### config.mk
export PLATFORM = sky130hd
export DESIGN_NAME = vmask_exec_unit
export DESIGN_NICKNAME = d
export VERILOG_FILES = /design/src/rtl/vmx_pkg.sv /design/src/rtl/vmx_lane_alu.sv /design/src/rtl/vmx_mask_reg.sv /design/src/rtl/vmx_elem_seq.sv /design/src/rtl/vmask_exec_unit.sv
export SDC_FILE = /design/constraint.sdc
export NUM_CORES = 1
export LEC_CHECK = 0
export ABC_CLOCK_PERIOD_IN_PS = 10900
export BUFFER_PORTS_ARGS = -buffer_cell sky130_fd_sc_hd__buf_2
export CORE_ASPECT_RATIO = 1.5
export CORE_MARGIN = 10
export CORE_UTILIZATION = 25
export DETAILED_ROUTE_END_ITERATION = 7
export PLACE_DENSITY = 0.46
export SYNTH_ARGS = -nofsm -noshare
export SYNTH_HDL_FRONTEND = slang
export SYNTH_SLANG_ARGS = --single-unit
### constraint.sdc
create_clock -name clk -period 10.9 [get_ports clk]
set_input_delay 0.545 -clock clk [delete_from_list [all_inputs] [get_ports clk]]
set_output_delay 0.545 -clock clk [all_outputs]
set_load 0.01 [all_outputs]
### src/rtl/vmx_pkg.sv
// Package: shared opcode and control-state types for the masked vector unit.
// Assumes: opcode values are fixed by the instruction encoding seen at the ports.
package vmx_pkg;

    typedef enum logic [1:0] {
        VOP_ADD  = 2'b00,
        VOP_COPY = 2'b01,
        VOP_MSET = 2'b10,
        VOP_MGT  = 2'b11
    } vop_e;

    typedef enum logic [1:0] {
        ST_IDLE = 2'b00,
        ST_RUN  = 2'b01,
        ST_FIN  = 2'b10
    } vstate_e;

endpackage

### src/rtl/vmx_lane_alu.sv
// Module: element datapath. Forms the add or copy result and the signed
// greater-than flag for one element.
// Assumes: purely combinational; the caller registers what it needs.
module vmx_lane_alu #(
    parameter int ELEM_W = 32
) (
    input  vmx_pkg::vop_e       op,
    input  logic [ELEM_W-1:0]   src_a,
    input  logic [ELEM_W-1:0]   src_b,
    input  logic [ELEM_W-1:0]   scalar,
    output logic [ELEM_W-1:0]   result,
    output logic                gt
);
    import vmx_pkg::*;

    // Select add or pass-through of the first source.
    always_comb begin
        if (op == VOP_ADD) result = src_a + src_b;
        else               result = src_a;
    end

    // Signed comparison of the element against the scalar.
    always_comb gt = $signed(src_a) > $signed(scalar);

endmodule

### src/rtl/vmx_mask_reg.sv
// Module: per-element mask register. Can be set to all ones, cleared, or
// updated one bit per cycle.
// Assumes: set_all and clear_all are never high together with bit_we.
module vmx_mask_reg #(
    parameter int NUM_ELEM = 64,
    localparam int IW = $clog2(NUM_ELEM)
) (
    input  logic                clk,
    input  logic                rst_n,
    input  logic                set_all,
    input  logic                clear_all,
    input  logic                bit_we,
    input  logic [IW-1:0]       bit_idx,
    input  logic                bit_val,
    output logic [NUM_ELEM-1:0] mask
);

    // Mask storage; resets to all enabled.
    always_ff @(posedge clk) begin
        if (!rst_n)         mask <= '1;
        else if (set_all)   mask <= '1;
        else if (clear_all) mask <= '0;
        else if (bit_we)    mask[bit_idx] <= bit_val;
    end

    p_set_all_r8: assert property (@(posedge clk) disable iff (!rst_n)
        set_all |=> (&mask));
    p_clear_r9: assert property (@(posedge clk) disable iff (!rst_n)
        (clear_all && !set_all) |=> (mask == '0));

endmodule

### src/rtl/vmx_elem_seq.sv
// Module: element sequencer. Holds a pending-element vector and steps
// through its set bits from lowest to highest, one per step.
// COMPRESSED=0 loads every index below VL; COMPRESSED=1 loads only the
// enabled ones, unless walk_all asks for every index.
// Assumes: load and step are never high together.
module vmx_elem_seq #(
    parameter int NUM_ELEM   = 64,
    parameter bit COMPRESSED = 1'b0,
    localparam int IW = $clog2(NUM_ELEM),
    localparam int LW = $clog2(NUM_ELEM + 1)
) (
    input  logic                clk,
    input  logic                rst_n,
    input  logic                load,
    input  logic                walk_all,
    input  logic [NUM_ELEM-1:0] mask,
    input  logic [LW-1:0]       vl_eff,
    input  logic                step,
    output logic                load_empty,
    output logic                busy,
    output logic [IW-1:0]       cur_idx,
    output logic                cur_last,
    output logic                cur_en
);

    logic [NUM_ELEM-1:0] vl_mask;
    logic [NUM_ELEM-1:0] load_vec;
    logic [NUM_ELEM-1:0] pend;
    logic [NUM_ELEM-1:0] pick;
    logic                walk_all_q;

    // Thermometer of the indices below the vector length.
    for (genvar g = 0; g < NUM_ELEM; g++) begin : g_vlm
        assign vl_mask[g] = (LW'(g) < vl_eff);
    end

    // The policy decides which indices are queued.
    if (COMPRESSED) begin : g_cmp
        assign load_vec = walk_all ? vl_mask : (vl_mask & mask);
    end else begin : g_full
        assign load_vec = vl_mask;
    end

    assign load_empty = (load_vec == '0);
    assign busy       = (pend != '0);

    // Isolate the lowest pending index.
    always_comb pick = pend & (~pend + 1'b1);

    // Encode the lowest pending index.
    always_comb begin
        cur_idx = '0;
        for (int i = NUM_ELEM - 1; i >= 0; i--)
            if (pend[i]) cur_idx = IW'(i);
    end

    assign cur_last = ((pend & ~pick) == '0);

    // Full walk gates by mask; compressed walk only visits enabled indices.
    always_comb begin
        if (COMPRESSED) cur_en = 1'b1;
        else            cur_en = walk_all_q | mask[cur_idx];
    end

    // Pending vector: load on issue, retire the lowest bit on each step.
    always_ff @(posedge clk) begin
        if (!rst_n)    pend <= '0;
        else if (load) pend <= load_vec;
        else if (step) pend <= pend & ~pick;
    end

    // Remember whether this walk ignores the mask.
    always_ff @(posedge clk) begin
        if (!rst_n)    walk_all_q <= 1'b0;
        else if (load) walk_all_q <= walk_all;
    end

    p_cur_pending_r7: assert property (@(posedge clk) disable iff (!rst_n)
        busy |-> pend[cur_idx]);
    p_step_retires_one_r7: assert property (@(posedge clk) disable iff (!rst_n)
        (step && busy && !load) |=> ($countones(pend) == $countones($past(pend)) - 1));

endmodule

### src/rtl/vmask_exec_unit.sv
// Module: top of the masked vector element execution unit. Accepts one
// instruction per start pulse, drives register-file reads and registered
// writes, maintains the mask, and pulses done at the end.
// Assumes: the register file returns read data in the same cycle as the
// address, and accepts the registered write one cycle after issue.
module vmask_exec_unit #(
    parameter int NUM_ELEM   = 64,
    parameter int ELEM_W     = 32,
    parameter int NUM_VREG   = 8,
    parameter bit COMPRESSED = 1'b0,
    localparam int IW = $clog2(NUM_ELEM),
    localparam int LW = $clog2(NUM_ELEM + 1),
    localparam int RW = $clog2(NUM_VREG)
) (
    input  logic              clk,
    input  logic              rst_n,
    input  logic              start,
    input  logic [1:0]        op,
    input  logic [RW-1:0]     vd,
    input  logic [RW-1:0]     vs1,
    input  logic [RW-1:0]     vs2,
    input  logic [ELEM_W-1:0] scalar,
    input  logic [LW-1:0]     vl,
    output logic              done,
    output logic [RW-1:0]     rd_reg_a,
    output logic [RW-1:0]     rd_reg_b,
    output logic [IW-1:0]     rd_elem,
    input  logic [ELEM_W-1:0] rd_data_a,
    input  logic [ELEM_W-1:0] rd_data_b,
    output logic              rf_we,
    output logic [RW-1:0]     rf_wreg,
    output logic [IW-1:0]     rf_welem,
    output logic [ELEM_W-1:0] rf_wdata
);
    import vmx_pkg::*;

    vstate_e           state;
    vop_e              op_in;
    vop_e              op_q;
    logic [RW-1:0]     vd_q, vs1_q, vs2_q;
    logic [ELEM_W-1:0] scalar_q;
    logic [LW-1:0]     vl_eff, vl_q;
    logic              accept;
    logic              walk_op;
    logic              seq_load;
    logic              seq_empty, seq_busy;
    logic [IW-1:0]     cur_idx;
    logic              cur_last, cur_en;
    logic              running;
    logic [NUM_ELEM-1:0] mask;
    logic [ELEM_W-1:0] alu_res;
    logic              alu_gt;

    assign op_in    = vop_e'(op);
    assign accept   = start && (state == ST_IDLE);
    assign walk_op  = (op_in != VOP_MSET);
    assign seq_load = accept && walk_op;
    assign running  = (state == ST_RUN);
    assign vl_eff   = (vl > LW'(NUM_ELEM)) ? LW'(NUM_ELEM) : vl;

    assign rd_reg_a = vs1_q;
    assign rd_reg_b = vs2_q;
    assign rd_elem  = cur_idx;

    vmx_elem_seq #(.NUM_ELEM(NUM_ELEM), .COMPRESSED(COMPRESSED)) u_seq (
        .clk        (clk),
        .rst_n      (rst_n),
        .load       (seq_load),
        .walk_all   (op_in == VOP_MGT),
        .mask       (mask),
        .vl_eff     (vl_eff),
        .step       (running),
        .load_empty (seq_empty),
        .busy       (seq_busy),
        .cur_idx    (cur_idx),
        .cur_last   (cur_last),
        .cur_en     (cur_en)
    );

    vmx_mask_reg #(.NUM_ELEM(NUM_ELEM)) u_mask (
        .clk       (clk),
        .rst_n     (rst_n),
        .set_all   (accept && op_in == VOP_MSET),
        .clear_all (accept && op_in == VOP_MGT),
        .bit_we    (running && op_q == VOP_MGT),
        .bit_idx   (cur_idx),
        .bit_val   (alu_gt),
        .mask      (mask)
    );

    vmx_lane_alu #(.ELEM_W(ELEM_W)) u_alu (
        .op     (op_q),
        .src_a  (rd_data_a),
        .src_b  (rd_data_b),
        .scalar (scalar_q),
        .result (alu_res),
        .gt     (alu_gt)
    );

    // Latch the instruction fields when it is accepted.
    always_ff @(posedge clk) begin
        if (!rst_n) begin
            op_q     <= VOP_ADD;
            vd_q     <= '0;
            vs1_q    <= '0;
            vs2_q    <= '0;
            scalar_q <= '0;
            vl_q     <= '0;
        end else if (accept) begin
            op_q     <= op_in;
            vd_q     <= vd;
            vs1_q    <= vs1;
            vs2_q    <= vs2;
            scalar_q <= scalar;
            vl_q     <= vl_eff;
        end
    end

    // Control sequence: idle, walk the elements, then one finishing cycle.
    always_ff @(posedge clk) begin
        if (!rst_n) state <= ST_IDLE;
        else begin
            case (state)
                ST_IDLE: if (seq_load && !seq_empty) state <= ST_RUN;
                ST_RUN:  if (cur_last) state <= ST_FIN;
                default: state <= ST_IDLE;
            endcase
        end
    end

    // Completion pulse: right after an empty or mask-only instruction, or after the finishing cycle.
    always_ff @(posedge clk) begin
        if (!rst_n) done <= 1'b0;
        else        done <= (accept && (!walk_op || seq_empty)) || (state == ST_FIN);
    end

    // Registered write port for enabled data elements.
    always_ff @(posedge clk) begin
        if (!rst_n) begin
            rf_we    <= 1'b0;
            rf_wreg  <= '0;
            rf_welem <= '0;
            rf_wdata <= '0;
        end else begin
            rf_we <= running && cur_en && (op_q == VOP_ADD || op_q == VOP_COPY);
            if (running) begin
                rf_wreg  <= vd_q;
                rf_welem <= cur_idx;
                rf_wdata <= alu_res;
            end
        end
    end

    p_we_below_vl_r5: assert property (@(posedge clk) disable iff (!rst_n)
        rf_we |-> (LW'(rf_welem) < vl_q));
    p_we_masked_r4: assert property (@(posedge clk) disable iff (!rst_n)
        rf_we |-> mask[rf_welem]);
    p_run_tracks_seq_r6: assert property (@(posedge clk) disable iff (!rst_n)
        running |-> seq_busy);
    p_busy_holds_fields_r10: assert property (@(posedge clk) disable iff (!rst_n)
        (start && state != ST_IDLE) |=> ($stable(op_q) && $stable(vd_q) && $stable(scalar_q)));
    p_done_not_busy_r10: assert property (@(posedge clk) disable iff (!rst_n)
        done |-> (state == ST_IDLE));

endmodule

# == Word level (Yosys, flattened, before mapping) ==
# Index checks and enable logic that the tools add are counted.
# totals
wordCells,200
out_inout_bits,55
reg_bits,217
in_bits,117
# op_classes
addsub,2
eq_ne,9
muxes,78
n_bitwise,6
magnitude_cmp,68
reduce_logical,23
# op_table
cell,count
2-to-1 mux 6 bit,64
2-to-1 mux 64 bit,4
less-than comparator 6 x 7 -> 1 bit (first input constant),32
bitwise AND 64 bit,2
zero test 64 bit,2
inverter 64 bit,2
less-than comparator 5 x 7 -> 1 bit (first input constant),16
adder 64 x 1 -> 64 bit (second input constant),1
bitwise mux 64 bit,1
less-than comparator 4 x 7 -> 1 bit (first input constant),8
adder 32 bit,1
greater-than comparator 32 bit,1
2-to-1 mux 32 bit,1
less-than comparator 3 x 7 -> 1 bit (first input constant),4
less-than comparator 1 x 7 -> 1 bit (first input constant),2
less-than comparator 2 x 7 -> 1 bit (first input constant),2
logical AND 1 bit,10
equality test 2 bit (second input constant),4
greater-than comparator 7 bit (second input constant),1
less-than comparator 6 x 7 -> 1 bit (second input constant),1
2-to-1 mux 7 bit,1
binary-select mux 1 bit (select 6 bit),1
demux 1 bit (select 6 bit),1
greater-or-equal comparator 6 x 1 -> 1 bit (second input constant),1
other kinds (14),23

# == Longest topological paths before layout ==
# Gate-level depths: netlist (run 1).
# logic_depth
word_depth,71
ltp_mapped,15
depth_no_buf,14

# == By module ==
# A second synthesis (run 1) with hierarchy kept.
# unflattened
hier_cells,1931
area_unflattened_um2,14692.8
# modules_own_cells
mod,cells_per_inst,area_each_um2,seq_area_each_um2,n_inst
vmx_elem_seq,769,5540.3,1301.2,1
vmask_exec_unit,396,3281.9,1761.7,1
vmx_lane_alu,449,2990.4,0.0,1
vmx_mask_reg,317,2880.3,1281.2,1

# == Worst setup path before layout (run 1) ==
# Ideal clock, no wire load.
# synth_path
kind,input to register
startpoint,input port rd_data_a[9]
endpoint,register u_mask.mask[29]
path_slack_ps,7289
required_ps,10794
n_path_buf,2
setup_ps,106
t_arrival_ps,3505
stages,14
cell_sequence,ha_1 -> a21o_1 -> a21o_1 -> a21o_1 -> a21o_1 -> a211o_1 -> a221oi_1 -> o21ai_1 -> a221oi_1 -> nor2_1 -> or4_1 -> clkbuf_1 -> buf_2 -> o311ai_0
# synth_between
elab_chain_len,4
# synth_rtl
element,line_no,source
from (decl),vmask_exec_unit.sv:28,"input logic [ELEM_W-1:0] rd_data_a,"
greater-than comparator 32 bit,vmx_lane_alu.sv:23,always_comb gt = $signed(src_a) > $signed(scalar);
bitwise mux 64 bit,vmx_mask_reg.sv:23,else if (bit_we) mask[bit_idx] <= bit_val;
2-to-1 mux 64 bit,vmx_mask_reg.sv:23,
2-to-1 mux 64 bit,vmx_mask_reg.sv:22,else if (clear_all) mask <= '0;
"to (signal, indexed assignment)",vmx_mask_reg.sv:23,
to (decl),vmx_mask_reg.sv:15,output logic [NUM_ELEM-1:0] mask
# Every way passes these cells. The select of a mux whose other input is x is not followed.
# A chain may end at the register's enable or synchronous reset.

# == Worst setup path after layout (run 1) ==
# layout_path
startpoint,register u_seq.pend[40]
endpoint,register rf_we
# layout_between
elab_chain_len,46
# layout_rtl
element,line_no,source
from (decl),vmx_elem_seq.sv:28,logic [NUM_ELEM-1:0] pend;
from (signal assigned),vmx_elem_seq.sv:68,else if (load) pend <= load_vec;
from (signal assigned),vmx_elem_seq.sv:69,else if (step) pend <= pend & ~pick;
2-to-1 mux 6 bit (41 in series),vmx_elem_seq.sv:54,if (pend[i]) cur_idx = IW'(i);
binary-select mux 1 bit (select 6 bit),vmx_elem_seq.sv:62,else cur_en = walk_all_q | mask[cur_idx];
2-to-1 mux 1 bit (implied by the code),vmx_elem_seq.sv:62,
OR 1 bit,vmx_elem_seq.sv:62,
logical AND 1 bit (2 in series),vmask_exec_unit.sv:145,rf_we <= running && cur_en && (op_q == VOP_ADD || op_q == VOP_COPY);
to (signal assigned),vmask_exec_unit.sv:145,
to (decl),vmask_exec_unit.sv:30,"output logic rf_we,"
# Every way passes these cells. The select of a mux whose other input is x is not followed.

==> reports/results.tsv, run 1 <==
stage	metric	value	unit
sta	grt_setup_unrepaired	false	
logic_synthesis	synth.cell_area	13800	sq um
worst_setup_path	start_kind	register	
sta	timing_worst_slew_pin_value	1290	ps
sta	final_min_period_over_clock_period	0.464	
logic_synthesis	ys_dominant_reg_cell	sky130_fd_sc_hd__dfxtp_1	
logic_synthesis	warnings_synthesis	0	
sta	setup_viol_count_final	0	
logic_synthesis	avgSynthCellArea	7.46	sq um
grt	use_met1	0.192	
floorplanning	core_region_area	54700	sq um
clock_network	cts_root_buffer	sky130_fd_sc_hd__clkbuf_16	
clock_network	clock_latency_at_the_later_pin_of_the_worst_skew_pair	570	ps
floorplanning	die_x	212	um
clock_network	numCtsBuffers	25	
floorplanning	initial_utilization	0.252	
floorplanning	dieHeight	308	um
worst_setup_path	critical_path.n_buffers_inverters	1	
sta	slew_violations	0	
grt	grtUsageMet2	0.319	
grt	total_routing_usage_gr	0.176	
clock_network	cts_resized	0	
worst_setup_path	slowest_delay	800	ps
worst_setup_path	r2r-start	u_seq.pend[40]	
grt	grt_pass1_vias	14800	
power_and_ir_drop	power.static_leakage	0.00597	uW
clock_network	htreeDepth	1	
final_layout	area.growth.synth_to_final	15.7	%
run_status	result_of_the_run	finished, final reports clean	
clock_network	cts_sinks	217	
route	routedWlPerCell	22.3	um
worst_setup_path	critical_path.startpoint	u_seq.pend[40]	
logic_synthesis	synth.distinct_cells	90	
clock_network	clock_tree.buffer_depth	3	
grt	grt-busiest-layer	met2	
route	drt_iter0_markers	1043	
worst_setup_path	critPathRequiredTime	11340	ps
sta	finalWorstPathRequiredPeriod	5060	ps
worst_setup_path	critPathSlowestCell	sky130_fd_sc_hd__nor4_1	
clock_network	cts_tree	built	
final_layout	layout.filler_cells	6049	
route	final_routed_drc_violation_total	0	
worst_setup_path	critPathTopFamily	compound AO/OA/AOI/OAI gates	
logic_synthesis	synth_nets	2030	
sta	hold_viol_final	0	
worst_setup_path	worst-path-max-fanout	20	
logic_synthesis	synth.cells.most_frequent	sky130_fd_sc_hd__nand2_1, sky130_fd_sc_hd__dfxtp_1, sky130_fd_sc_hd__a21oi_1	
logic_synthesis	async_reset_ff_frac	0	
logic_synthesis	synth-edff-count	0	
clock_network	clkTransAtPathRegs	70	ps
logic_synthesis	post-synth-top-area-fraction	0.315	
final_layout	diodes	0	
grt	grt_start_max_net_pins	67	
sta	fmax	198	MHz
route	routed_via_density	5.57	
route	detail_route.wirelength	58800	um
sta	setup_tns	0	ps
route	final_antenna_net_count	0	
grt	initial_antenna_violation_count	2	
route	drt-pass1-iter-count	5	
power_and_ir_drop	irDropWorstVdd	0.104	mV
clock_network	cts_post_setup_buffers_inserted	0	
floorplanning	placement_rows	105	
logic_synthesis	yosysMostFrequentCell	sky130_fd_sc_hd__nand2_1	
sta	whs	208	ps
power_and_ir_drop	p_per_area	165	nW/um^2
floorplanning	full_die_area	65200	sq um
final_layout	layout-drive-gt1-share	0.153	
logic_synthesis	synth_largest_area_cell	sky130_fd_sc_hd__dfxtp_1	
floorplanning	boundaryPins	172	
route	route.vias.total	14600	
placed_design	detailedPlacementHpwl	42900	um
run	cap_viol_max_count	0	
sta	timing.max_slew.rel_slack	0.142	
logic_synthesis	synth_top_cells_by_area	sky130_fd_sc_hd__dfxtp_1, sky130_fd_sc_hd__a21oi_1, sky130_fd_sc_hd__nand2_1, sky130_fd_sc_hd__ha_1, sky130_fd_sc_hd__o21ai_0	
placed_design	port_buffers	171	
grt	grt_first_pass_wirelength	90300	um
worst_hold_path	holdCritPathClass	in2reg	
placed_design	gp_congestion	0.939	
worst_setup_path	crit_path_cell_trace	nor4_1 > a31oi_1 > o31ai_1 > nand2_1 > inv_1 > nor2_1 > a22oi_2 > nor3_1 > a211o_1 > a2111oi_0 > a311oi_1	
grt	gr-usage-met3	0.0245	
logic_synthesis	netlist_instances	1849	
worst_setup_path	kind_of_critical_path	reg2reg	
worst_setup_path	arrival	5500	ps
final_layout	finish.net_count	2097	
worst_hold_path	min_from	vd[0]	
worst_setup_path	worst_setup_path_end_kind	register	
logic_synthesis	synth-seq-cells	217	
grt	overflow	0	
clock_network	ctsHoldBuffers	0	
logic_synthesis	synth-seq-area-share	0.315	
sta	clock-skew-final	17.2	ps
==> power by group <==
group | switching [uW] | total (uW) | internal [uW] | leakage (uW)
clock | 398 | 940 | 542 | 0.000431
combinational | 503 | 761 | 258 | 0.00375
sequential | 77.2 | 932 | 854 | 0.00178
total | 978 | 2630 | 1650 | 0.00597
==> flip-flops by register name, indices dropped and copies added, names as in the netlist <==
| name | flops |
|---|---|
| state | 2 |
| rd_reg_a | 3 |
| rf_welem | 6 |
| rf_we | 1 |
| rf_wreg | 3 |
| scalar_q | 32 |
| rf_wdata | 32 |
| rd_reg_b | 3 |
| done | 1 |
| u_mask.mask | 64 |
| vd_q | 3 |
| u_seq.walk_all_q | 1 |
| u_seq.pend | 64 |
| op_q | 2 |
==> routing by layer <==
layer | wire [um] | part of all wire | up-vias
met2 | 30200 | 0.51 | 464
met4 | 3170 | 0.054 | 2
met3 | 2790 | 0.048 | 120
met1 | 22600 | 0.38 | 7063
met5 | 13 | 0.00022 | -
li1 | - | - | 6994
==> through the flow <==
| stage | setup WS (ps) | util | cells | cell area, sq um | total power (uW) |
|---|---|---|---|---|---|
| after floorplan | 7290 | - | 1849 | 13800 | 1430 |
| after global placement | 6080 | 0.276 | 2584 | 15100 | 1700 |
| after detailed placement | 5940 | 0.276 | 2584 | 15100 | 1700 |
| after CTS | 5920 | 0.292 | 2630 | 16000 | 2650 |
| after global routing | 5460 | 0.292 | 2630 | 16000 | 2770 |
| final | 5840 | 0.292 | 2630 | 16000 | 2630 |
==> final cells by class <==
type,count,area (sq um),area share
clock inverters,16,214,0.0134
repair buffers,185,961,0.0602
clock buffers,30,674,0.0423
well taps,695,870,0.0545
multi-input cells,1417,8630,0.541
inverters,70,265,0.0166
flip-flops and latches,217,4340,0.272
==> cells by family after synthesis <==
kind of cell,synth area share
XOR/XNOR,0.0108
AND/OR/NAND/NOR,0.217
flip-flops,0.315
buffers and inverters,0.0614
multiplexers,0.00626
AO/OA/AOI/OAI,0.330
adder cells (fa/ha/maj),0.0601
==> path summary, 6_finish.rpt <==
path / to / slack, ps / depth (start not counted)
max: rf_we / 5840 / 11
min: vd_q[0] / 210 / 3
max reg2reg: rf_we / 5840 / 11
min reg2reg: rd_reg_a[0] / 450 / 2
==> cells in the final DEF, fill, tap and decap left out, types with 6 or more instances in the layout <==
cell type                   synthesis  routed
sky130_fd_sc_hd__ha_1              63      63
sky130_fd_sc_hd__a211oi_1          21      21
sky130_fd_sc_hd__or3_1             16      16
sky130_fd_sc_hd__and2_1             8       7
sky130_fd_sc_hd__dfxtp_1          217     217
sky130_fd_sc_hd__nand2_1          260     258
sky130_fd_sc_hd__nor2b_1           14      13
sky130_fd_sc_hd__a22oi_1           11      11
sky130_fd_sc_hd__or2_2             16      16
sky130_fd_sc_hd__nor3_1            39      39
sky130_fd_sc_hd__a21oi_1          208     208
sky130_fd_sc_hd__o21ai_0          122     122
sky130_fd_sc_hd__o311ai_0          38      38
sky130_fd_sc_hd__o22ai_1            9       9
sky130_fd_sc_hd__a2111oi_0          7       7
sky130_fd_sc_hd__o211ai_1          44      44
sky130_fd_sc_hd__nand2b_1          14      13
sky130_fd_sc_hd__nor3_2             6       6
sky130_fd_sc_hd__a311oi_1           9       9
sky130_fd_sc_hd__and3_1            12      12
sky130_fd_sc_hd__a21o_1            27      27
sky130_fd_sc_hd__or4_1             16      15
sky130_fd_sc_hd__a31oi_1           62      62
sky130_fd_sc_hd__nand3_1           38      37
sky130_fd_sc_hd__o21bai_1           6       6
sky130_fd_sc_hd__o31ai_1           57      57
sky130_fd_sc_hd__o21a_1             9       9
sky130_fd_sc_hd__nand4_1           14      14
sky130_fd_sc_hd__buf_4              1      14
sky130_fd_sc_hd__a221oi_1          12      12
sky130_fd_sc_hd__nor4_1            19      19
sky130_fd_sc_hd__buf_2             11     171
sky130_fd_sc_hd__inv_1             67      67
sky130_fd_sc_hd__xnor2_1           13      13
sky130_fd_sc_hd__nor2_1           124     123
sky130_fd_sc_hd__clkbuf_16          0      25
==> worst register-to-register path: stages, from the launching register on <==
cell and delay [ps]:
sky130_fd_sc_hd__dfxtp_1 390, sky130_fd_sc_hd__nor4_1 800, sky130_fd_sc_hd__a31oi_1 240, sky130_fd_sc_hd__o31ai_1 280, sky130_fd_sc_hd__nand2_1 530, sky130_fd_sc_hd__inv_1 800
sky130_fd_sc_hd__nor2_1 240, sky130_fd_sc_hd__a22oi_2 670, sky130_fd_sc_hd__nor3_1 120, sky130_fd_sc_hd__a211o_1 250, sky130_fd_sc_hd__a2111oi_0 460, sky130_fd_sc_hd__a311oi_1 150
Note: power is estimated with default switching activity, not from simulation.
==> inputs of run 2 (changes only) <==
- ABC_AREA: default -> 1
- ABC_CLOCK_PERIOD_IN_PS: 10900 -> 4840
- clock period: 10.9 -> 4.84 ns (I/O delays scaled with it)
==> run 2 against run 1 <==
Compared with the run above: the flow now finishes with violations (setup timing); power up 140%; non-clock buffer count up 236; via count up 5.0%; clock skew up 18 ps; wire length down 3.1%; setup slack worse by 6200 ps; combinational power rose to 3.0 times the previous value.
==> reports/results.tsv, run 2 <==
stage	metric	value	unit	change
run_status	result_of_the_run	finished, violations left		was finished, final reports clean
run_status	failed_checks	setup timing		
logic_synthesis	warnings_synthesis	0		unchanged
placed_design	gp_congestion	0.916		was 0.939
logic_synthesis	synth.distinct_cells	57		was 90
clock_network	htreeDepth	1		unchanged
grt	grt_pass1_vias	15500		was 14,800
clock_network	cts_sinks	217		unchanged
placed_design	detailedPlacementHpwl	40700	um	was 42,900 um
route	detail_route.wirelength	56900	um	was 58,800 um
clock_network	clkTransAtPathRegs	60	ps	was 70 ps
logic_synthesis	ys_dominant_reg_cell	sky130_fd_sc_hd__dfxtp_1		unchanged
final_layout	final_common_cell	sky130_fd_sc_hd__nand2_1		unchanged
logic_synthesis	post-synth-top-area-fraction	0.320		was 0.315
logic_synthesis	synth-seq-cells	217		unchanged
sta	setup_viol_count_final	3		was 0
placed_design	dpl_worst_slack	-366	ps	was 5940 ps
logic_synthesis	synth.cells.most_frequent	sky130_fd_sc_hd__nand2_1, sky130_fd_sc_hd__inv_1, sky130_fd_sc_hd__nor2_1		was sky130_fd_sc_hd__nand2_1, sky130_fd_sc_hd__dfxtp_1, sky130_fd_sc_hd__a21oi_1
sta	fmax	194	MHz	was 198 MHz
worst_setup_path	slowest_delay	350	ps	was 800 ps
floorplanning	die_x	210	um	was 212 um
clock_network	cts_root_buffer	sky130_fd_sc_hd__clkbuf_16		unchanged
worst_setup_path	r2r-start	u_seq.pend[0]		was u_seq.pend[40]
route	drt_iter0_markers	822		was 1,043
clock_network	numCtsBuffers	26		was 25
final_layout	finish.net_count	2552		was 2,097
floorplanning	core_region_area	53700	sq um	was 54,700 sq um
floorplanning	full_die_area	64200	sq um	was 65,200 sq um
run	cap_viol_max_count	0		unchanged
final_layout	final_cell_count_no_fill	3083		was 2,630
final_layout	seq_area	4350	sq um	was 4340 sq um
worst_setup_path	critical_path.startpoint	u_seq.pend[0]		was u_seq.pend[40]
worst_setup_path	arrival	5580	ps	was 5500 ps
grt	overflow	0		unchanged
floorplanning	placement_rows	104		was 105
sta	timing_worst_slew_pin_value	1180	ps	was 1290 ps
floorplanning	initial_utilization	0.253		was 0.252
sta	clock-skew-final	35.0	ps	was 17.2 ps
final_layout	layout.filler_cells	5722		was 6,049
sta	timing.max_slew.rel_slack	0.213		was 0.142
final_layout	commonest_non_fill_non_tap_cells_in_the_layout	sky130_fd_sc_hd__nand2_1, sky130_fd_sc_hd__inv_1, sky130_fd_sc_hd__dfxtp_1		was sky130_fd_sc_hd__nand2_1, sky130_fd_sc_hd__dfxtp_1, sky130_fd_sc_hd__a21oi_1
clock_network	clock_latency_at_the_later_pin_of_the_worst_skew_pair	580	ps	was 570 ps
logic_synthesis	synth_nets	2200		was 2,030
sta	finalWorstSetupSlack	-324	ps	was 5840 ps
clock_network	cts_tree	built		unchanged
grt	initial_antenna_violation_count	9		was 2
worst_setup_path	setup.reg_to_reg.worst_slack	-320	ps	was 5840 ps
floorplanning	boundaryPins	172		unchanged
sta	finalWorstPathRequiredPeriod	5160	ps	was 5060 ps
placed_design	place.detailed.instances	2939		was 2,584
sta	slew_violations	0		unchanged
worst_hold_path	holdCritPathClass	in2reg		unchanged
grt	grt_start_max_net_pins	99		was 67
worst_setup_path	worst_path_most_repeated_cell	sky130_fd_sc_hd__inv_2		
floorplanning	dieHeight	305	um	was 308 um
logic_synthesis	avgSynthCellArea	6.73	sq um	was 7.46 sq um
clock_network	clock_tree.buffer_depth	3		unchanged
sta	grt_setup_unrepaired	true		was false
worst_setup_path	start_kind	register		unchanged
sta	hold_viol_final	0		unchanged
logic_synthesis	netlist_instances	2019		was 1,849
power_and_ir_drop	p_per_area	339	nW/um^2	was 165 nW/um^2
sta	final_min_period_over_clock_period	1.07		was 0.464
worst_setup_path	worst-path-max-fanout	3		was 20
sta	setup_tns	-657	ps	was 0 ps
route	route.vias.total	15400		was 14,600
grt	grt_first_pass_wirelength	87200	um	was 90,300 um
route	routed_via_density	4.99		was 5.57
worst_setup_path	setup.worst_path.end	state[0]		was rf_we
logic_synthesis	synth_top_cells_by_area	sky130_fd_sc_hd__dfxtp_1, sky130_fd_sc_hd__nand2_1, sky130_fd_sc_hd__inv_1, sky130_fd_sc_hd__nor2_1, sky130_fd_sc_hd__a21oi_1		was sky130_fd_sc_hd__dfxtp_1, sky130_fd_sc_hd__a21oi_1, sky130_fd_sc_hd__nand2_1, sky130_fd_sc_hd__ha_1, sky130_fd_sc_hd__o21ai_0
logic_synthesis	synth.cell_area	13600	sq um	was 13,800 sq um
worst_setup_path	r2r.worst_path.cells	43		was 11
route	routedWlPerCell	18.5	um	was 22.3 um
logic_synthesis	synth_largest_area_cell	sky130_fd_sc_hd__dfxtp_1		unchanged
logic_synthesis	yosysMostFrequentCell	sky130_fd_sc_hd__nand2_1		unchanged
route	final_routed_drc_violation_total	0		unchanged
route	drt-pass1-iter-count	5		unchanged
logic_synthesis	synth-edff-count	0		unchanged
worst_setup_path	worst_setup_path_end_kind	register		unchanged
worst_setup_path	critPathRequiredTime	5250	ps	was 11,340 ps
final_layout	area.growth.synth_to_final	36.7	%	was 15.7%
worst_setup_path	kind_of_critical_path	reg2reg		unchanged
logic_synthesis	async_reset_ff_frac	0		unchanged
final_layout	design_area	18600	sq um	was 16,000 sq um
power_and_ir_drop	irDropWorstVdd	0.274	mV	was 0.104 mV
placed_design	port_buffers	171		unchanged
final_layout	multiInputGateArea	8350	sq um	was 8630 sq um
grt	total_routing_usage_gr	0.169		was 0.176
final_layout	layout-drive-gt1-share	0.240		was 0.153
final_layout	largest_registers_ranked_by_flip_flop_count	u_mask.mask: 64 flops, u_seq.pend: 64 flops		unchanged
route	final_antenna_net_count	0		unchanged
logic_synthesis	synth-seq-area-share	0.320		was 0.315
placed_design	placedInstanceArea	16200	sq um	was 15,100 sq um
worst_setup_path	critPathSlowestCell	sky130_fd_sc_hd__dfxtp_4		was sky130_fd_sc_hd__nor4_1
worst_setup_path	reg2reg_to	state[0]		was rf_we
power_and_ir_drop	power.static_leakage	0.00823	uW	was 0.00597 uW
==> run 2: cell count changes after synthesis, moves of 30 or more <==
cell	previous run	this run
sky130_fd_sc_hd__nor2_1	124	244
sky130_fd_sc_hd__o31ai_1	57	5
sky130_fd_sc_hd__o311ai_0	38	5
sky130_fd_sc_hd__clkbuf_1	113	81
sky130_fd_sc_hd__a31oi_1	62	32
sky130_fd_sc_hd__o211ai_1	44	117
sky130_fd_sc_hd__nand2_1	260	331
sky130_fd_sc_hd__inv_1	67	277
sky130_fd_sc_hd__a21oi_1	208	176
sky130_fd_sc_hd__o21ai_0	122	176
==> run 2: worst min path at each step <==
stage                             from      endpoint  slack (ps)  depth (start not counted)
after floorplan                  op[0]       op_q[0]         400                          2
after global placement    scalar_q[19]  scalar_q[19]         450                          2
after detailed placement   scalar_q[5]   scalar_q[5]         450                          2
after CTS                    scalar[7]   scalar_q[7]         0.4                          3
after global routing         scalar[7]   scalar_q[7]          40                          3
final                        scalar[7]   scalar_q[7]          20                          3
==> run 2: per-stage QoR <==
stage	power, uW	hold slack (ps)	utilization
2_1_floorplan	3210	400	-
3_3_place_gp	4010	447	0.301
3_5_place_dp	4020	453	0.301
4_1_cts	6070	0.397	0.329
5_1_grt	6640	39.9	0.345
6_report	6290	17.0	0.345
==> run 2: cells by family after synthesis <==
logic type	count (synthesis)	synth area share
buf+inv	393	0.110
fa+ha+maj	64	0.0595
simple gates	729	0.232
flops	217	0.320
xor+xnor	13	0.00838
compound gates	603	0.271
==> run 2: timing repair <==
action | in CTS | in global routing
gates cloned | 0 | 3
setup buffers | 23 | 25
hold endpoints to repair | 44 | 0
pin swaps | 3 | 42
hold buffers | 44 | 0
endpoints found under the setup margin | 9 | 75
resized for setup | 24 | 153
==> run 2: critical path, delay by kind of cell, from the launching register on <==
family / cells / cell delay [ps]
simple gates: 26 / 3330
buf+inv: 16 / 1230
flops: 1 / 350
compound gates: 1 / 50
==> run 2: power by group <==
group          internal [uW]  switching (uW)
Combinational            921            1390
Clock                   1070             881
Sequential              1930             100
==> run 2: cell type report <==
| type | instances | area share |
|---|---|---|
| antenna | 3 | 0.000405 |
| inverter | 296 | 0.0606 |
| timing repair buffer | 421 | 0.164 |
| sequential | 217 | 0.234 |
| multi-input combinational | 1409 | 0.450 |
| tap | 689 | 0.0465 |
| clock inverter | 10 | 0.00384 |
| clock buffer | 38 | 0.0402 |
==> run 2: per-layer routing <==
| layer | up-vias | GRT usage | wire length, um | share of wire |
|---|---|---|---|---|
| met1 | 7216 | 0.181 | 22300 | 0.39 |
| li1 | 7607 | - | - | - |
| met4 | 12 | 0.0670 | 2300 | 0.040 |
| met5 | - | 0 | 90 | 0.0016 |
| met3 | 133 | 0.0303 | 2670 | 0.047 |
| met2 | 413 | 0.316 | 29600 | 0.52 |
==> inputs of run 3 (changes only) <==
--- a/config.mk
+++ b/config.mk
@@ -15,2 +15,3 @@
 export PLACE_DENSITY = 0.46
+export SLEW_MARGIN = 0
 export SYNTH_ARGS = -nofsm -noshare
@@ -18 +19,2 @@
 export SYNTH_SLANG_ARGS = --single-unit
+export TNS_END_PERCENT = 50
==> constraint.sdc (replaced) <==
create_clock -name clk -period 4.84 [get_ports clk]
set_input_delay 0.968 -clock clk [delete_from_list [all_inputs] [get_ports clk]]
set_output_delay 0.968 -clock clk [all_outputs]
set_load 0.01 [all_outputs]
==> run 3 against run 2 <==
Compared with the run above: the run still ends with setup timing left; setup slack lost 310 ps; sequential power is essentially flat; register-to-register slack worse by 160 ps; fmax shrank 5.7%; non-clock buffer count down 39; wire length down 2.1%; clock skew is 8.8 ps lower; critical path type is now reg2out; critical endpoint is now rd_elem[0]; largest cell class unchanged; highest routed layer unchanged.
==> reports/results.tsv, run 3 (synthesis results as in run 2) <==
stage	metric	value	unit	change
sta	clock-skew-final	26.2	ps	was 35.0 ps
worst_setup_path	arrival	4510	ps	was 5580 ps
run_status	failed_checks	setup timing		unchanged
clock_network	htreeDepth	1		unchanged
worst_setup_path	critPathTopFamily	simple AND/OR/NAND/NOR gates		unchanged
sta	finalWorstSetupSlack	-636	ps	was -324 ps
floorplanning	placement_rows	104		unchanged
placed_design	gp_congestion	0.925		was 0.916
final_layout	core_occupancy_in_the_finished_layout	0.344		was 0.345
route	drt-pass1-iter-count	7		was 5
run_status	result_of_the_run	finished, violations left		unchanged
grt	grtUsageMet2	0.312		was 0.316
power_and_ir_drop	sequential_fraction_of_design_power	0.304		was 0.323
grt	use_met1	0.182		was 0.181
grt	gr-usage-met3	0.0303		unchanged
grt	grt_first_pass_wirelength	87000	um	was 87,200 um
clock_network	clock_tree.buffer_depth	3		unchanged
final_layout	largest_registers_ranked_by_flip_flop_count	u_mask.mask: 64 flops, u_seq.pend: 64 flops		unchanged
final_layout	commonest_non_fill_non_tap_cells_in_the_layout	sky130_fd_sc_hd__nand2_1, sky130_fd_sc_hd__inv_1, sky130_fd_sc_hd__dfxtp_1		unchanged
sta	setup_viol_count_final	38		was 3
final_layout	final_cell_count_no_fill	3045		was 3,083
placed_design	placedInstanceArea	16400	sq um	was 16,200 sq um
floorplanning	core_region_area	53700	sq um	unchanged
worst_setup_path	start_kind	register		unchanged
route	routedWlPerCell	18.3	um	was 18.5 um
route	final_antenna_net_count	0		unchanged
sta	hold_viol_final	0		unchanged
power_and_ir_drop	irDropWorstVdd	0.240	mV	was 0.274 mV
grt	grt_pass1_vias	15500		about the same
final_layout	finish.net_count	2514		was 2,552
route	drt_iter0_markers	875		was 822
worst_setup_path	worst-path-max-fanout	2		was 3
final_layout	design_area	18500	sq um	was 18,600 sq um
final_layout	area.growth.synth_to_final	36.0	%	was 36.7%
sta	final_min_period_over_clock_period	1.13		was 1.07
power_and_ir_drop	power.static_leakage	0.00844	uW	was 0.00823 uW
sta	grt_setup_unrepaired	true		unchanged
power_and_ir_drop	report.power.total	6680	uW	was 6290 uW
worst_setup_path	critPathSlowestCell	sky130_fd_sc_hd__dfxtp_2		was sky130_fd_sc_hd__dfxtp_4
power_and_ir_drop	p_per_area	361	nW/um^2	was 339 nW/um^2
final_layout	final_common_cell	sky130_fd_sc_hd__nand2_1		unchanged
sta	slew_violations	0		unchanged
power_and_ir_drop	power.clock.fraction	0.351		was 0.310
placed_design	port_buffers	171		unchanged
clock_network	cts_root_buffer	sky130_fd_sc_hd__clkbuf_16		unchanged
worst_setup_path	worst_path_most_repeated_cell	sky130_fd_sc_hd__nand2_1		was sky130_fd_sc_hd__inv_2
clock_network	cts_tree	built		unchanged
power_and_ir_drop	power_switching	2380	uW	was 2370 uW
placed_design	detailedPlacementHpwl	40700	um	about the same
placed_design	place.detailed.instances	2966		was 2,939
worst_setup_path	slowest_delay	320	ps	was 350 ps
route	final_routed_drc_violation_total	0		unchanged
floorplanning	initial_utilization	0.253		unchanged
floorplanning	full_die_area	64200	sq um	unchanged
sta	finalWorstPathRequiredPeriod	5480	ps	was 5160 ps
floorplanning	die_x	210	um	unchanged
sta	timing.max_slew.rel_slack	0.140		was 0.213
grt	initial_antenna_violation_count	11		was 9
clock_network	ctsHoldBuffers	0		was 44
floorplanning	boundaryPins	172		unchanged
worst_hold_path	holdCritPathClass	reg2reg		was in2reg
grt	grt_start_max_net_pins	75		was 99
power_and_ir_drop	power.internal	4290	uW	was 3930 uW
clock_network	clock_latency_at_the_later_pin_of_the_worst_skew_pair	580	ps	about the same
sta	fmax	183	MHz	was 194 MHz
sta	timing_worst_slew_pin_value	1290	ps	was 1180 ps
grt	grt-busiest-layer	met2		unchanged
route	detail_route.wirelength	55700	um	was 56,900 um
worst_setup_path	kind_of_critical_path	reg2out		was reg2reg
grt	overflow	0		unchanged
final_layout	layout-drive-gt1-share	0.251		was 0.240
worst_setup_path	critical_path.n_buffers_inverters	2		was 16
power_and_ir_drop	combinational_cell_fraction_of_total_power	0.345		was 0.367
clock_network	numCtsBuffers	27		was 26
clock_network	cts_sinks	217		unchanged
route	routed_via_density	4.99		about the same
placed_design	dpl_worst_slack	-790	ps	was -366 ps
run	cap_viol_max_count	0		unchanged
power_and_ir_drop	power.switching_fraction	0.357		was 0.376
clock_network	clkTransAtPathRegs	60	ps	about the same
grt	total_routing_usage_gr	0.169		about the same
floorplanning	dieHeight	305	um	unchanged
worst_setup_path	critPathRequiredTime	3870	ps	was 5250 ps
worst_setup_path	worst_setup_path_end_kind	output port		was register
route	route.vias.total	15200		was 15,400
run 3: through the flow:
step | TNS [ps] | hold WS (ps)
6_report | -4450 | 459
5_1_grt | -53530 | 476
4_1_cts | -15760 | 461
3_5_place_dp | -10260 | 448
3_3_place_gp | -9510 | 444
2_1_floorplan | -232 | 429
run 3: final timing paths:
kind / start / end / slack (ps) / depth (start not counted)
worst max-delay path: u_seq.pend[62] / rd_elem[0] / -640 / 64
worst min-delay path: scalar_q[10] / scalar_q[10] / 460 / 2
worst max register to register: u_seq.pend[0] / state[0] / -480 / 35
worst min register to register: scalar_q[10] / scalar_q[10] / 460 / 2
run 3: cell type report:
| type | instances | area, sq um |
|---|---|---|
| flip-flops and latches | 217 | 4350 |
| diodes | 3 | 7.51 |
| multi-input cells | 1409 | 8410 |
| clock buffers | 32 | 724 |
| inverters | 296 | 1120 |
| repair buffers | 382 | 2710 |
| clock inverters | 17 | 290 |
| fillers | 5743 | 35300 |
| well taps | 689 | 862 |
run 3: tightest hold or removal path: stages (launching register included):
cell                      delay [ps]
sky130_fd_sc_hd__dfxtp_1         300
sky130_fd_sc_hd__inv_1            60
sky130_fd_sc_hd__a21oi_1          60
run 3: power groups by stage:
stage,combinational [uW],sequential [uW],clock [uW]
after global placement,1970,2060,0
final,2300,2030,2350
after global routing,2540,2050,2480
after CTS,2210,2030,2410
after detailed placement,1980,2060,0
after floorplan,1140,2070,0
run 3: what timing repair did:
action                     CTS  global route
gates resized for setup    110            98
pin swaps                   49            38
setup buffers               23             5
cloned                       3             1
setup endpoints to repair   61            87
hold endpoints to repair     0             0
run 3: layer usage:
metal	vias up	wire, um
li1	7533	-
met2	412	28800
met5	-	103
met3	125	2850
met4	16	2500
met1	7096	21500
